### src/rtl/pic_pkg.sv
package pic_pkg;
  localparam int unsigned NUM_SRC  = 5;
  localparam int unsigned NUM_REG  = 4;
  localparam int unsigned LVL_W    = 3;
  localparam int unsigned VEC_W    = 8;
  localparam int unsigned REG_AW   = $clog2(NUM_REG);

  typedef struct packed {
    logic             pend;
    logic [LVL_W-1:0] lvl;
  } slot_t;

  // register that holds a source
  function automatic int unsigned src_reg(int unsigned i);
    return (i < 2) ? 0 : i - 1;
  endfunction

  // nibble (0 low, 1 high) inside that register
  function automatic int unsigned src_nib(int unsigned i);
    return (i == 1) ? 1 : 0;
  endfunction
endpackage

### src/rtl/pic_slot.sv
module pic_slot
  import pic_pkg::*;
(
  input  logic  clk_i,
  input  logic  rst_ni,
  input  logic  req_i,
  input  logic  wr_en_i,
  input  slot_t wr_nib_i,
  input  logic  ack_clr_i,
  output slot_t slot_o
);
  slot_t q, d;
  logic  en;

  always_comb begin
    d  = q;
    en = req_i | wr_en_i | ack_clr_i;
    if (wr_en_i) begin
      d.lvl = wr_nib_i.lvl;
      if (!wr_nib_i.pend) d.pend = 1'b0;
    end
    if (ack_clr_i) d.pend = 1'b0;
    if (req_i)     d.pend = 1'b1;
  end

  always_ff @(posedge clk_i or negedge rst_ni) begin
    if (!rst_ni)  q <= '0;
    else if (en)  q <= d;
  end

  assign slot_o = q;
endmodule

### src/rtl/pic_regif.sv
module pic_regif
  import pic_pkg::*;
(
  input  logic                clk_i,
  input  logic                rst_ni,
  input  logic                bus_sel_i,
  input  logic                bus_wr_i,
  input  logic                bus_word_i,
  input  logic [REG_AW-1:0]   bus_addr_i,
  input  logic [15:0]         bus_wdata_i,
  output logic [15:0]         bus_rdata_o,
  output logic                bus_ack_o,
  input  slot_t [NUM_SRC-1:0] slots_i,
  output logic [NUM_SRC-1:0]  wr_en_o,
  output slot_t [NUM_SRC-1:0] wr_nib_o
);
  logic [NUM_REG-1:0] be;
  logic [7:0]         wbyte [NUM_REG];
  logic [7:0]         rb    [NUM_REG];
  logic [15:0]        rdata_d, rdata_q;
  logic               ack_q, rd_en;

  for (genvar r = 0; r < NUM_REG; r++) begin : g_reg
    localparam logic [REG_AW-1:0] RA = REG_AW'(r);
    assign be[r] = bus_sel_i & bus_wr_i &
                   (bus_word_i ? (bus_addr_i[REG_AW-1:1] == RA[REG_AW-1:1])
                               : (bus_addr_i == RA));
    assign wbyte[r] = (bus_word_i && !RA[0]) ? bus_wdata_i[15:8] : bus_wdata_i[7:0];
  end

  for (genvar i = 0; i < NUM_SRC; i++) begin : g_src
    localparam int unsigned R = src_reg(i);
    localparam int unsigned N = src_nib(i);
    assign wr_en_o[i]  = be[R];
    assign wr_nib_o[i] = (N == 1) ? wbyte[R][7:4] : wbyte[R][3:0];
  end

  always_comb begin
    for (int r = 0; r < NUM_REG; r++) rb[r] = 8'h00;
    for (int i = 0; i < NUM_SRC; i++) begin
      if (src_nib(i) == 1) rb[REG_AW'(src_reg(i))][7:4] = slots_i[i];
      else                 rb[REG_AW'(src_reg(i))][3:0] = slots_i[i];
    end
    if (bus_word_i)
      rdata_d = {rb[{bus_addr_i[REG_AW-1:1], 1'b0}], rb[{bus_addr_i[REG_AW-1:1], 1'b1}]};
    else
      rdata_d = {8'h00, rb[bus_addr_i]};
    rd_en = bus_sel_i & ~bus_wr_i;
  end

  always_ff @(posedge clk_i or negedge rst_ni) begin
    if (!rst_ni) begin
      ack_q   <= 1'b0;
      rdata_q <= '0;
    end else begin
      ack_q <= bus_sel_i;
      if (rd_en) rdata_q <= rdata_d;
    end
  end

  assign bus_ack_o   = ack_q;
  assign bus_rdata_o = rdata_q;
endmodule

### src/rtl/pic_arbiter.sv
module pic_arbiter
  import pic_pkg::*;
#(
  parameter int unsigned VEC_BASE = 56
) (
  input  slot_t [NUM_SRC-1:0] slots_i,
  input  logic                iack_i,
  input  logic [LVL_W-1:0]    iack_lvl_i,
  output logic [LVL_W-1:0]    irq_lvl_o,
  output logic [NUM_SRC-1:0]  grant_o,
  output logic                hit_o,
  output logic [VEC_W-1:0]    vec_o
);
  always_comb begin
    logic found;
    irq_lvl_o = '0;
    grant_o   = '0;
    found     = 1'b0;
    for (int i = 0; i < NUM_SRC; i++) begin
      if (slots_i[i].pend && slots_i[i].lvl > irq_lvl_o) irq_lvl_o = slots_i[i].lvl;
      if (!found && iack_i && slots_i[i].pend && slots_i[i].lvl != '0 &&
          slots_i[i].lvl == iack_lvl_i) begin
        grant_o[i] = 1'b1;
        found      = 1'b1;
      end
    end
    hit_o = found;
    vec_o = found ? VEC_W'(VEC_BASE) + VEC_W'(iack_lvl_i) : '0;
  end
endmodule

### src/rtl/pic_top.sv
module pic_top
  import pic_pkg::*;
#(
  parameter int unsigned VEC_BASE = 56
) (
  input  logic                clk_i,
  input  logic                rst_ni,
  input  logic [NUM_SRC-1:0]  req_i,
  input  logic                bus_sel_i,
  input  logic                bus_wr_i,
  input  logic                bus_word_i,
  input  logic [REG_AW-1:0]   bus_addr_i,
  input  logic [15:0]         bus_wdata_i,
  output logic [15:0]         bus_rdata_o,
  output logic                bus_ack_o,
  output logic [LVL_W-1:0]    irq_lvl_o,
  input  logic                iack_i,
  input  logic [LVL_W-1:0]    iack_lvl_i,
  output logic                iack_hit_o,
  output logic [VEC_W-1:0]    iack_vec_o
);
  logic [1:0]          rst_sync_q;
  logic                rst_n;
  slot_t [NUM_SRC-1:0] slots, wr_nib;
  logic  [NUM_SRC-1:0] wr_en, grant;

  // asynchronous assertion, synchronous release
  always_ff @(posedge clk_i or negedge rst_ni) begin
    if (!rst_ni) rst_sync_q <= 2'b00;
    else         rst_sync_q <= {rst_sync_q[0], 1'b1};
  end
  assign rst_n = rst_sync_q[1];

  for (genvar i = 0; i < NUM_SRC; i++) begin : g_slot
    pic_slot u_slot (
      .clk_i     (clk_i),
      .rst_ni    (rst_n),
      .req_i     (req_i[i]),
      .wr_en_i   (wr_en[i]),
      .wr_nib_i  (wr_nib[i]),
      .ack_clr_i (grant[i]),
      .slot_o    (slots[i])
    );
  end

  pic_regif u_regif (
    .clk_i       (clk_i),
    .rst_ni      (rst_n),
    .bus_sel_i   (bus_sel_i),
    .bus_wr_i    (bus_wr_i),
    .bus_word_i  (bus_word_i),
    .bus_addr_i  (bus_addr_i),
    .bus_wdata_i (bus_wdata_i),
    .bus_rdata_o (bus_rdata_o),
    .bus_ack_o   (bus_ack_o),
    .slots_i     (slots),
    .wr_en_o     (wr_en),
    .wr_nib_o    (wr_nib)
  );

  pic_arbiter #(.VEC_BASE(VEC_BASE)) u_arb (
    .slots_i    (slots),
    .iack_i     (iack_i),
    .iack_lvl_i (iack_lvl_i),
    .irq_lvl_o  (irq_lvl_o),
    .grant_o    (grant),
    .hit_o      (iack_hit_o),
    .vec_o      (iack_vec_o)
  );
endmodule

### config.mk
export PLATFORM = sky130hd
export DESIGN_NAME = pic_top
export DESIGN_NICKNAME = d
export VERILOG_FILES = /design/src/rtl/pic_pkg.sv /design/src/rtl/pic_slot.sv /design/src/rtl/pic_regif.sv /design/src/rtl/pic_arbiter.sv /design/src/rtl/pic_top.sv
export SDC_FILE = /design/constraint.sdc
export NUM_CORES = 1
export LEC_CHECK = 0
export CORE_AREA = 5 5 70 72
export DETAILED_ROUTE_END_ITERATION = 8
export DIE_AREA = 0 0 75 77
export DONT_BUFFER_PORTS = 1
export HOLD_SLACK_MARGIN = 0.06
export MAX_ROUTING_LAYER = met4
export PLACE_DENSITY = 0.82
export SLEW_MARGIN = 5
export SYNTH_ARGS = -nofsm -noshare
export SYNTH_HDL_FRONTEND = slang
export SYNTH_SLANG_ARGS = --single-unit
### constraint.sdc
create_clock -name clk_i -period 6 [get_ports clk_i]
set_input_delay 0.3 -clock clk_i [delete_from_list [all_inputs] [get_ports clk_i]]
set_output_delay 0.3 -clock clk_i [all_outputs]
set_load 0.01 [all_outputs]
# Yosys cells after proc, flatten, opt, wreduce, memory -nomap -nowiden
# Cells that the tools add are included.
# word_totals
regBits	39
word_cells	153
inputBits	32
out_inout_bits	29
# classes
order_cmp	8
bitwise	21
muxes	48
n_addsub	1
eq_ne	13
reduce_logical	49
# ops
cell	n
$mux 8	8
$bmux 8 s2	3
$reduce_bool 3->1	10
$mux 1	26
$logic_and 1x1->1	24
$mux 4	5
$mux 16	1
$eq 3x3->1	5
$mux 3	5
$reduce_and 3->1	5
$gt 3x3->1	4
$or 1x1->1	10
$reduce_and 2->1	5
$ge 3x3->1 const B	3
$ne 3x2->1 const B	3
$not 2->3	3
$add 6x3->7 const A	1
$and 1x1->1	6
$ne 3x3->1 const B	2
$eq 2x2->1 const B	2
$logic_not 1->1	4
$gt 3x1->1 const B	1
$eq 2x1->1 const B	1
$logic_not 2->1	1
$not 1->1	2

# Logic depth before layout (Yosys ltp)
# depth
depth_word	30
depth_mapped	28
depth_no_buf	27

# Hierarchy
# Synthesis repeated with hierarchy kept, for this count alone.
# unflattened
cells_unflattened	276
area_unflattened_um2	2647.5
# modules_own_cells
mod	cells_each	area_per_inst_um2	instances	seq_area_each_um2
pic_regif	97	985.9	1	425.4
pic_arbiter	126	844.6	1	0.0
pic_slot	10	152.6	5	100.1
pic_top	3	53.8	1	50.0

# Worst setup path before layout
# OpenSTA, ideal clock, no wires.
# synth_timing
path_kind	reg-to-output
start	register g_slot[0].u_slot.q (netlist bit g_slot[0].u_slot.slot_o[3])
end	output irq_lvl_o[0]
path_stages_with_launch	26
path_slack_ns	0.681
arrival_time_ns	5.019
required_ns	5.700
n_path_buf	0
path_cell_list	dfrtp_1 and2_1 ha_1 a32oi_2 and2_2 mux2i_1 inv_1 ha_1 nand4_1 a22oi_1 a31oi_1 a41oi_2 mux2i_1 ha_1 nand3_1 nand2_1 a21oi_1 nand2_1 o31ai_1 inv_1 ha_1 nor2b_1 o21ai_0 a21oi_1 a211o_2 o21ai_0
# synth_between
elab_chain_len	14
# synth_lines
item	line_no	source
start: declaration	pic_slot.sv:12	slot_t q, d;
start signal: assignment	pic_slot.sv:27	if (!rst_ni) q <= '0;
start signal: assignment	pic_slot.sv:28	else if (en) q <= d;
$logic_and 1x1->1 (*)	pic_arbiter.sv:20	if (slots_i[i].pend && slots_i[i].lvl > irq_lvl_o) irq_lvl_o = slots_i[i].lvl;
$mux 3 (*)	pic_arbiter.sv:20	
$gt 3x3->1	pic_arbiter.sv:20	
$logic_and 1x1->1	pic_arbiter.sv:20	
$mux 3 (*)	pic_arbiter.sv:20	
$gt 3x3->1	pic_arbiter.sv:20	
$logic_and 1x1->1	pic_arbiter.sv:20	
$mux 3 (*)	pic_arbiter.sv:20	
$gt 3x3->1	pic_arbiter.sv:20	
$logic_and 1x1->1	pic_arbiter.sv:20	
$mux 3 (*)	pic_arbiter.sv:20	
$gt 3x3->1	pic_arbiter.sv:20	
$logic_and 1x1->1	pic_arbiter.sv:20	
$mux 3 (*)	pic_arbiter.sv:20	
end: declaration	pic_top.sv:16	output logic [LVL_W-1:0] irq_lvl_o,
# Every way passes the cells marked *; elsewhere a longest branch is shown, timed or not.

# Worst setup path in the final report
# Same ends and word-level chain as after synthesis.

==> impl_metrics.yaml <==
global_routing:
  grt_pass1_vias: 1894
  grt_usage: 0.223
  grt_start_max_net_pins: 38
  grt_util_met2: 0.329
  met1_usage: 0.310
  met3_usage: 0.0562
  antenna_found_initial: 0
  grt_pass1_wl_mm: 9.72
  grt-busiest-layer: "met2"
  overflow: 0
timing:
  fin_crit_ns: 5.67
  tns_ns: 0
  relSlewSlack: 0.392
  setup_viol: 0
  rsz0062_at_grt: "false"
  skew_ns: 0.00754
  max_slew.worst_pin.slew_ns: 0.910
  setup_slack_ns: 0.333
  finalHoldViolCount: 0
  slew_violations: 0
  max_freq_mhz: 176
  fin_crit_sh: 0.944
logic_synthesis:
  synthAdderAreaFrac: 0.0486
  yosys-top-cells-count: "39 x dfrtp_1, 28 x nand2_1, 20 x a21oi_1"
  yosys.area_share.simple: 0.172
  post_synth_inst_count: 276
  yosysMostFrequentCell: "dfrtp_1"
  synth_area_leaders: "dfrtp_1 38%, mux2i_1 5.8%, ha_1 4.9%"
  async_reset_ff_frac: 1.00
  syn_area_per_cell_sq_um: 9.33
  synth_seq_cells: 39
  synth_largest_area_cell: "dfrtp_1"
  ys.flop_type: "dfrtp_1"
  synth_xor_area_frac: 0.0340
  muxShareOfSynthArea: 0.133
  yosys.area.top_type_share: 0.379
  ys_types: 49
  synth_compound_area_frac: 0.167
  yosys_warnings: 0
  synthesis.area_sq_um: 2570
  ys_seq_area_frac: 0.379
  synth_edf_count: 0
  synth_top_family_by_area: "simple AND/OR/NAND/NOR gates"
floorplanning:
  initial_core_util: 0.608
  die_y_um: 77
  io_pins: 61
  dieArea_sq_um: 5780
  rows: 24
  die_w_um: 75
  core_area_sq_um: 4230
setup_path:
  crit_path_end_kind: "output pin"
  required_ns: 5.70
  rrSetupSlack_ns: 4.11
  cp_top_family: "compound AO/OA/AOI/OAI gates"
  crit_slowest_cell: "dfrtp_2"
  cp.arrival_ns: 5.37
  crit_path_max_fanout: 7
  worstSetupPathType: "flop to output pin"
  crit_buf_inv: 3
  critPathLaunchType: "flop"
  slowest_delay_ns: 0.46
  path_common_cell: "ha_1"
clock_network:
  cts_tree: "yes"
  cts_buffer_depth: 2
  cts_root_buffer: "clkbuf_8"
  clock_latency_ns: 0.29
  cts.sinks: 39
  htreeDepth: 2
  clk_pin_slew_ns: 0.07
  cts_buffers: 5
power:
  power.leakage_nw: 1.20
  vdd_drop_max_uv: 319
  p_per_area_nw_per_um2: 442
drt:
  drtPass1Iterations: 5
  drt_iter0_markers: 130
  viasPerCell: 6.19
  drcViolationCount: 0
  ant_nets: 0
  via_count: 2066
  wirelength_mm: 5.99
  detail_route.wl_per_cell_um: 17.9
layout:
  fin_nets: 323
  drive_gt1_frac: 0.184
  areaGrowthSynthToFinish_pct: 8.99
  final_area_sq_um: 2810
  final_util: 0.663
  antenna_cells: 0
  fillCellCount: 327
placement:
  placed_cell_area_sq_um: 2600
  routabilityCongestion: 0.909
  dpl_worst_slack_ns: 0.0433
  place_hpwl_mm: 4.53
  port_buffers: 0
run_status:
  outcome: "finished, final reports clean"
hold_path:
  worstHoldPathType: "input pin to flop"
job:
  maxCapViolCount: 0
-- power breakdown --
part	internal [mW]	switching (mW)
registers	0.305	0.0561
logic	0.344	0.364
clock network	0.0815	0.0890
-- metrics by stage --
stage,std cells,hold slack [ns],total power [mW]
final,334,0.108,1.24
after global routing,334,0.100,1.34
after CTS,329,0.105,1.14
after detailed placement,318,0.00448,0.939
after global placement,318,0.00448,0.928
after floorplan,277,0.00441,0.824
-- cells by family after synthesis --
| kind of cell | after synthesis |
|---|---|
| XOR/XNOR | 10 |
| AND/OR/NAND/NOR | 88 |
| other | 2 |
| multiplexers | 28 |
| buffers and inverters | 34 |
| flip-flops | 39 |
| adder cells (fa/ha/maj) | 10 |
| AO/OA/AOI/OAI | 65 |
-- sequential cells by signal, indices dropped and copies added, names as in the netlist --
register	cells
u_regif.bus_rdata_o	16
u_regif.bus_ack_o	1
g_slot.u_slot.slot_o	20
rst_sync_q	2
-- per-layer routing --
layer  vias to the layer above  share of wire
li1                        993              -
met1                       984           0.43
met2                        84           0.48
met3                         5          0.075
met4                         0         0.0099
met5                         -              0
-- layout make-up --
| cell class | instances | area [sq um] | area share |
|---|---|---|---|
| Multi-Input combinational cell | 204 | 1500 | 0.533 |
| Sequential cell | 39 | 977 | 0.348 |
| Timing Repair Buffer | 17 | 133 | 0.0473 |
| Clock buffer | 7 | 76.3 | 0.0272 |
| Tap cell | 52 | 65.1 | 0.0232 |
| Inverter | 14 | 52.6 | 0.0187 |
| Clock inverter | 1 | 5.00 | 0.00178 |
-- worst reg2reg max path: cells and delay by family (launching register included) --
family	cells	cell delay (ns)
compound gates	3	0.74
buf+inv	1	0.17
flops	1	0.40
simple gates	4	0.47
-- timing repair --
item                                   4_1_cts  5_1_grt
endpoints found under the hold margin        3        0
hold buffers                                 2        0
gates resized for setup                      5        9
pin swaps                                    1        1
setup endpoints to repair                    3        3
buffers inserted                             1        5
-- final timing paths --
| check | to | start | depth (start not counted) |
|---|---|---|---|
| min in group asynchronous | rst_sync_q[1] | rst_ni | 1 |
| worst min register to register | g_slot[3].u_slot.slot_o[1] | rst_sync_q[1] | 1 |
| worst min-delay path | g_slot[1].u_slot.slot_o[3] | req_i[1] | 1 |
| worst max-delay path | irq_lvl_o[0] | g_slot[0].u_slot.slot_o[3] | 27 |
| worst max register to register | g_slot[4].u_slot.slot_o[3] | g_slot[0].u_slot.slot_o[1] | 8 |
| max in group asynchronous | g_slot[0].u_slot.slot_o[3] | rst_sync_q[1] | 1 |
-- cells in the final DEF, fill, tap and decap left out, types with 2 or more instances in the layout --
cell           Yosys  layout
buf_4              5      15
o21ai_1            0       2
inv_1             14      14
nor3b_1            7       7
a31o_2             3       3
o2111ai_1          3       3
a21oi_1           20      18
nor3_1             5       5
a21oi_4            0       2
clkbuf_8           0       5
conb_1             2       3
clkbuf_1           8       2
o21a_1             3       3
nand2_1           28      28
o31ai_1            3       2
mux2_2             9       9
ha_1              10       9
and3_1             2       2
xnor2_1           10      10
a22o_1             4       4
nor2_1            17      17
o21ai_0           17      14
nand2b_1           3       3
nand4_1            5       5
dlygate4sd3_1      0       2
nand3_1            7       7
dfrtp_1           39      38
nor2b_1            7       7
mux2i_1           15      14
mux4_2             4       4
(Power assumes the default switching activity.)
